`src/rtl/fault_latch_pkg.sv`:
```
package fault_latch_pkg;

  localparam int BUS_W = 8;
  localparam int ADDR_W = 7;

  localparam logic [BUS_W-1:0]  CMD_STATUS      = 8'hD0;
  localparam logic [BUS_W-1:0]  CMD_CLEAR_ALL   = 8'h03;
  localparam logic [ADDR_W-1:0] ALERT_RESP_ADDR = 7'h0C;

  // Decoded one-hot actions handed from control to datapath
  typedef struct packed {
    logic w1c;       // write-one-to-clear of the status register
    logic clrAll;    // clear-all command
    logic rdStatus;  // status register read
    logic rdAra;     // alert response address read
  } strobe_t;

endpackage

```
`src/rtl/fault_latch_ctrl.sv`:
```
module fault_latch_ctrl
  import fault_latch_pkg::*;
#(
  parameter logic [ADDR_W-1:0] DEV_ADDR = 7'h40
) (
  input  logic              clk,
  input  logic              rstN,
  input  logic              enable,
  input  logic              reqValid,
  input  logic              reqRead,
  input  logic [ADDR_W-1:0] reqAddr,
  input  logic [BUS_W-1:0]  reqCmd,
  output strobe_t           strb
);

  logic live;
  logic toDevice;
  logic toAra;

  assign live     = enable & reqValid;
  assign toDevice = live & (reqAddr == DEV_ADDR);
  assign toAra    = live & (reqAddr == ALERT_RESP_ADDR);

  always_comb begin
    strb = '0;
    if (toDevice) begin
      if (reqRead) begin
        strb.rdStatus = (reqCmd == CMD_STATUS);
      end else begin
        strb.w1c    = (reqCmd == CMD_STATUS);
        strb.clrAll = (reqCmd == CMD_CLEAR_ALL);
      end
    end else if (toAra) begin
      strb.rdAra = reqRead;
    end
  end

  // a request to a foreign address yields no action
  a_r9_foreign_addr: assert property (@(posedge clk) disable iff (!rstN)
    (reqValid && reqAddr != DEV_ADDR && reqAddr != ALERT_RESP_ADDR) |-> (strb == '0));

  // nothing is decoded while disabled
  a_r10_no_strobe_disabled: assert property (@(posedge clk) disable iff (!rstN)
    !enable |-> (strb == '0));

endmodule

```
`src/rtl/fault_latch_dp.sv`:
```
module fault_latch_dp
  import fault_latch_pkg::*;
#(
  parameter int                STATUS_W = 8,
  parameter logic [ADDR_W-1:0] DEV_ADDR = 7'h40
) (
  input  logic                clk,
  input  logic                rstN,
  input  logic                enable,
  input  strobe_t             strb,
  input  logic [STATUS_W-1:0] faultPulse,
  input  logic [STATUS_W-1:0] clrMask,
  output logic                respValid,
  output logic [BUS_W-1:0]    respData,
  output logic                alertN
);

  localparam logic [BUS_W-1:0] ARA_BYTE = {DEV_ADDR, 1'b1};

  logic [STATUS_W-1:0] statusQ;
  logic                anySet;

  // One sticky flop per fault source
  for (genvar b = 0; b < STATUS_W; b++) begin : g_bit
    logic clrBit;
    assign clrBit = strb.clrAll | (strb.w1c & clrMask[b]);

    always_ff @(posedge clk or negedge rstN) begin
      if (!rstN) begin
        statusQ[b] <= 1'b0;
      end else if (!enable) begin
        statusQ[b] <= 1'b0;
      end else begin
        statusQ[b] <= faultPulse[b] | (statusQ[b] & ~clrBit);
      end
    end
  end

  assign anySet = |statusQ;
  assign alertN = ~anySet;

  always_ff @(posedge clk or negedge rstN) begin
    if (!rstN) begin
      respValid <= 1'b0;
      respData  <= '0;
    end else if (!enable) begin
      respValid <= 1'b0;
      respData  <= '0;
    end else if (strb.rdStatus) begin
      respValid <= 1'b1;
      respData  <= BUS_W'(statusQ);
    end else if (strb.rdAra && anySet) begin
      respValid <= 1'b1;
      respData  <= ARA_BYTE;
    end else begin
      respValid <= 1'b0;
      respData  <= '0;
    end
  end

  // every pulsed bit is set one edge later
  a_r1_fault_sets: assert property (@(posedge clk) disable iff (!rstN)
    (enable && |faultPulse) |=> ((statusQ & $past(faultPulse)) == $past(faultPulse)));

  // without a clear, no set bit drops
  a_r2_sticky: assert property (@(posedge clk) disable iff (!rstN)
    (enable && !strb.w1c && !strb.clrAll) |=> ((statusQ & $past(statusQ)) == $past(statusQ)));

  // clear-all with no concurrent fault empties the register
  a_r5_clear_all: assert property (@(posedge clk) disable iff (!rstN)
    (enable && strb.clrAll && faultPulse == '0) |=> (statusQ == '0));

  // the alert only releases after a clear or a disable
  a_r6_release_cause: assert property (@(posedge clk) disable iff (!rstN)
    $rose(alertN) |-> $past(strb.w1c || strb.clrAll || !enable));

  // no alert response while the alert was released
  a_r8_ara_needs_alert: assert property (@(posedge clk) disable iff (!rstN)
    (strb.rdAra && alertN) |=> !respValid);

  // disabled means empty and silent
  a_r10_disabled: assert property (@(posedge clk) disable iff (!rstN)
    !enable |=> (statusQ == '0 && !respValid));

endmodule

```
`src/rtl/fault_latch_alert.sv`:
```
module fault_latch_alert
  import fault_latch_pkg::*;
#(
  parameter int                STATUS_W = 8,
  parameter logic [ADDR_W-1:0] DEV_ADDR = 7'h40
) (
  input  logic                clk,
  input  logic                rstN,
  input  logic                enable,
  input  logic [STATUS_W-1:0] faultPulse,
  input  logic                reqValid,
  input  logic                reqRead,
  input  logic [6:0]          reqAddr,
  input  logic [7:0]          reqCmd,
  input  logic [7:0]          reqData,
  output logic                respValid,
  output logic [7:0]          respData,
  output logic                alertN
);

  strobe_t strb;

  fault_latch_ctrl #(
    .DEV_ADDR(DEV_ADDR)
  ) i_ctrl (
    .clk     (clk),
    .rstN    (rstN),
    .enable  (enable),
    .reqValid(reqValid),
    .reqRead (reqRead),
    .reqAddr (reqAddr),
    .reqCmd  (reqCmd),
    .strb    (strb)
  );

  fault_latch_dp #(
    .STATUS_W(STATUS_W),
    .DEV_ADDR(DEV_ADDR)
  ) i_dp (
    .clk       (clk),
    .rstN      (rstN),
    .enable    (enable),
    .strb      (strb),
    .faultPulse(faultPulse),
    .clrMask   (reqData[STATUS_W-1:0]),
    .respValid (respValid),
    .respData  (respData),
    .alertN    (alertN)
  );

endmodule

```
`config.mk`:
```
export PLATFORM = sky130hd
export DESIGN_NAME = fault_latch_alert
export DESIGN_NICKNAME = d
export VERILOG_FILES = /design/src/rtl/fault_latch_pkg.sv /design/src/rtl/fault_latch_ctrl.sv /design/src/rtl/fault_latch_dp.sv /design/src/rtl/fault_latch_alert.sv
export SDC_FILE = /design/constraint.sdc
export NUM_CORES = 1
export LEC_CHECK = 0
export CAP_MARGIN = 15
export CORE_UTILIZATION = 41
export DETAILED_ROUTE_END_ITERATION = 10
export GPL_ROUTABILITY_DRIVEN = 0
export PLACE_DENSITY_LB_ADDON = 0.08
export SLEW_MARGIN = 30
export SYNTH_ARGS = -nofsm -noshare
export SYNTH_HDL_FRONTEND = slang
export SYNTH_SLANG_ARGS = --single-unit
```
`constraint.sdc`:
```
create_clock -name clk -period 3.44 [get_ports clk]
set_input_delay 0.344 -clock clk [delete_from_list [all_inputs] [get_ports clk]]
set_output_delay 0.344 -clock clk [all_outputs]
set_load 0.01 [all_outputs]
```
After elaboration in Yosys (flattened, before gate mapping):

Cells that the tools add are included.

* register bits: 17
* input bits: 36
* word-level logic and storage cells: 79
* output and inout port bits: 10

* bitwise operators: 44
* equal/unequal tests: 4
* mux-type cells: 19
* reductions and logical operators: 2

Operator list (number)
* $mux W8: 3
* $and A1 B1 Y1: 19
* $or A1 B1 Y1: 16
* $mux W1: 14
* $not A1 Y1: 9
* $eq A8 B2 Y1 const B: 1
* $eq A8 B8 Y1 const B: 1
* $reduce_or A8 Y1: 1
* $eq A7 B4 Y1 const B: 1
* $eq A7 B7 Y1 const B: 1
* $mux W3: 1
* $mux W2: 1
* $logic_and A1 B1 Y1: 1

Longest topological paths before layout:

* depth after elaboration: 9
* depth in mapped cells: 6
* gate-level depth less buffers: 4

Modules after synthesis:

A second synthesis with hierarchy kept.

* cell total of the unflattened synthesis: 73
* area, all modules: 785.8 um^2

By module, submodules not included
* fault_latch_dp: area an instance 700.7 um^2, instances 1, cells each 59, sequential area each 425.4 um^2
* fault_latch_ctrl: area an instance 85.1 um^2, instances 1, cells each 14, sequential area each 0.0 um^2

Worst setup path after synthesis:

No wires, ideal clock.

* kind: input to register
* start point: in reqAddr[2]
* end point: reg i_dp.statusQ[0]
* arrival: 1530 ps
* path slack: 1788 ps
* cell stages on the path: 4
* cell sequence: or4b_4 -> nor4_4 -> a21boi_0 -> o221a_2

* word-level cells in the longest chain between the ends: 9

Ends and longest elaborated chain
* from (decl): line fault_latch_alert.sv:13 `input logic [6:0] reqAddr,`
* $eq A7 B7 Y1 *: line fault_latch_ctrl.sv:21 `assign toDevice = live & (reqAddr == DEV_ADDR);`
* $and A1 B1 Y1 *: line fault_latch_ctrl.sv:21
* $mux W3 *: line fault_latch_ctrl.sv:26 `if (toDevice) begin`
* $and A1 B1 Y1: line fault_latch_dp.sv:26 `assign clrBit = strb.clrAll | (strb.w1c & clrMask[b]);`
* $or A1 B1 Y1 *: line fault_latch_dp.sv:26
* $not A1 Y1 *: line fault_latch_dp.sv:34 `statusQ[b] <= faultPulse[b] | (statusQ[b] & ~clrBit);`
* $and A1 B1 Y1 *: line fault_latch_dp.sv:34
* $or A1 B1 Y1 *: line fault_latch_dp.sv:34
* $mux W1 *: line fault_latch_dp.sv:31 `end else if (!enable) begin`
* to (signal, indexed assignment): line fault_latch_dp.sv:34
* to (decl): line fault_latch_dp.sv:20 `logic [STATUS_W-1:0] statusQ;`

Every way passes the cells marked *; elsewhere a longest branch is shown, timed or not.

Worst setup path in the final report:

* start point: reg i_dp.statusQ[6]
* end point: out alertN

* word-level cells in the longest chain between the ends: 2

Ends and longest elaborated chain
* $reduce_or A8 Y1: line fault_latch_dp.sv:39 `assign anySet = |statusQ;`
* $not A1 Y1: line fault_latch_dp.sv:40 `assign alertN = ~anySet;`
* to (decl): line fault_latch_alert.sv:18 `output logic alertN`

No other way between the ends.

==> reports/metrics.csv <==
metric,value,unit
total CTS buffers,3,
remaining antenna violation count,0,
"Reg clk slew, reported paths",0.09,ns
R2R Path End,i_dp.respValid$_DFF_PN0_,
io pins,46,
post-synth top area cell,dfrtp_1,
static leakage,0.573,nW
Pint,0.302,mW
top achievable clock speed,0.437,GHz
Detailed Routing Iterations Pass 1,7,
PortBufs,45,
status,"complete, but fails checks",
Worst-Skew Late Latency,0.28,ns
post-route cell area,1350,µm²
vias in the first global route,669,
peak supply drop,0.125,mV
setup violators final,0,
Die X,47.7,µm
sequential cell area fraction in the yosys report,49.6,%
global-route wire length before repair,2760,µm
area delta synth->final,58.0,%
Layout Cells excl Fill,144,
Switching Fraction,21.4,%
WL per Instance,12.1,µm
Ys Warns,0,
R2R setup slack,1.84,ns
Final Hold Viols,0,
placed cells,140,
Psw,0.0819,mW
register bit total from synthesis,17,
FP Rows,16,
top cell type's share of synthesized area,49.6,%
fin crit period,2.29,ns
post-route setup TNS,0,ns
syn nets,107,
# DRC,1,
CP max FO,3,
Synth Flop Type,dfrtp_1,
CP Capture Point,alertN,
final core area utilization,69.0,%
worst reg2reg path depth,4,
CTS Sinks,17,
Multi-input gate area,418,µm²
Mapped Area,857,µm²
max-cap viol count,0,
number of flops mapped to enable cells by yosys,0,
Reg area,425,µm²
Syn Area/Cell,12.1,µm²
worst path required time,3.10,ns
final WL,1750,µm
Die Area,2280,µm²
CP startpoint kind,register,
Post-CTS Setup Inserts,0,
vias per cell,5.27,
CTS max path bufs,2,
Final Cycle Share,66.5,%
Worst Setup SP,i_dp.statusQ[6]$_DFF_PN0_,
synth unique cells,22,
Worst-Margin Slew,0.704,ns
"Arr. time, crit path",1.94,ns
failing checks,DRC,
crit end category,output pin,
combinational power share,18.7,%
worst r2r src,i_dp.statusQ[6]$_DFF_PN0_,
pin count of the biggest net entering global routing,18,
starting density of the core,43.7,%
total number of vias,759,
# fillers,153,
post-CTS sizing,0,
layout cells sized above 1,14.5,%
DP Area,1330,µm²
die height,47.7,µm
ys async rst share,100,%
diode count,0,
Overflow after GRT,0,
critical path type,reg2out,
CTS tree,built,
initial antenna violation count,0,
Max Slew Vio Count,0,
RSZ-0062 raised after global routing,no,
Slew HR,52.9,%
fin nets,154,
worst min path class,in2async,
instance count of the mapped netlist,71,
power density over the cells,283,nW/µm²
Synth area leaders,"dfrtp_1, o221a_2, a21boi_0",
CTS Root Cell,clkbuf_4,
core area,1960,µm²
worst clock skew,0.00556,ns
sequential share of power,55.0,%
hold buffers post-CTS,0,
DRT iter0 DRCs,9,
H-tree depth,1,
GRT Overall Usage,17.7,%
Post-synth top cells,"dfrtp_1, a21boi_0, nand2b_1, o221a_2, and2_1",
most common cell in the netlist,dfrtp_1,
clock group share of total power,26.3,%
## final cells by class
| type | instances | share of cell area [%] |
|---|---|---|
| multi-input cells | 51 | 30.9 |
| well taps | 27 | 2.50 |
| clock buffers | 4 | 1.94 |
| repair buffers | 45 | 33.3 |
| flip-flops and latches | 17 | 31.4 |
## layer usage
layer,up-vias,track usage [%],part of all wire (%)
li1,365,-,-
met1,351,23.0,44
met2,41,28.1,47
met3,2,3.40,7.0
met4,0,8.89,1.3
met5,-,0,0
## worst min path at each step
stage                                    startpoint                    endpoint  slack (ns)  depth (start not counted)
after floorplan                                rstN  i_dp.respData[0]$_DFF_PN0_        0.05                          0
after global placement    i_dp.statusQ[4]$_DFF_PN0_  i_dp.respData[4]$_DFF_PN0_        0.48                          1
after detailed placement  i_dp.statusQ[3]$_DFF_PN0_  i_dp.respData[3]$_DFF_PN0_        0.48                          1
after CTS                 i_dp.statusQ[3]$_DFF_PN0_  i_dp.respData[3]$_DFF_PN0_        0.50                          1
after global routing      i_dp.statusQ[5]$_DFF_PN0_  i_dp.respData[5]$_DFF_PN0_        0.54                          1
final                                          rstN  i_dp.respData[4]$_DFF_PN0_        0.48                          1
## through the flow
step                      hold slack (ns)  setup slack [ns]  power, mW
after floorplan                    0.0484              1.79      0.235
after global placement              0.485              1.21      0.285
after detailed placement            0.477              1.21      0.287
after CTS                           0.500              1.15      0.384
after global routing                0.537              1.04      0.399
final                               0.480              1.15      0.383
## registers in the layout, indices dropped and copies added (netlist names)
signal	cells
i_dp.respValid	1
i_dp.respData	8
i_dp.statusQ	8
## critical path, stage by stage (launching register included)
cell and delay (ns):
dfrtp_1 0.40, or4_1 0.54, nor2_1 0.17, clkdlybuf4s50_1 0.56
## logic make-up (layout without fill, tap and decap cells)
family,after synthesis,in the layout,synth area share (%)
flops,17,17,49.6
compound gates,18,18,19.3
simple gates,33,33,29.5
buf+inv,3,49,1.60
## power by group through the flow
stage	logic (mW)	registers (mW)	clock network [mW]
CTS	0.0728	0.211	0.101
floorplan	0.0222	0.213	0
detailed placement	0.0725	0.214	0
global route	0.0785	0.211	0.109
finish	0.0719	0.211	0.101
global placement	0.0708	0.214	0
## cell usage in the layout, fill, tap and decap left out, drive strengths merged
cell type,n
or2,1
nand2b,8
nor4,1
nor2,3
or4,2
clkbuf,4
a21boi,8
nand3,1
o221a,8
and2,7
and4bb,1
nor4b,1
clkdlybuf4s50,45
and4,2
a21o,2
nand4b,3
or4b,1
nor3,2
dfrtp,17
No activity file was read; power rests on OpenSTA's default activity.
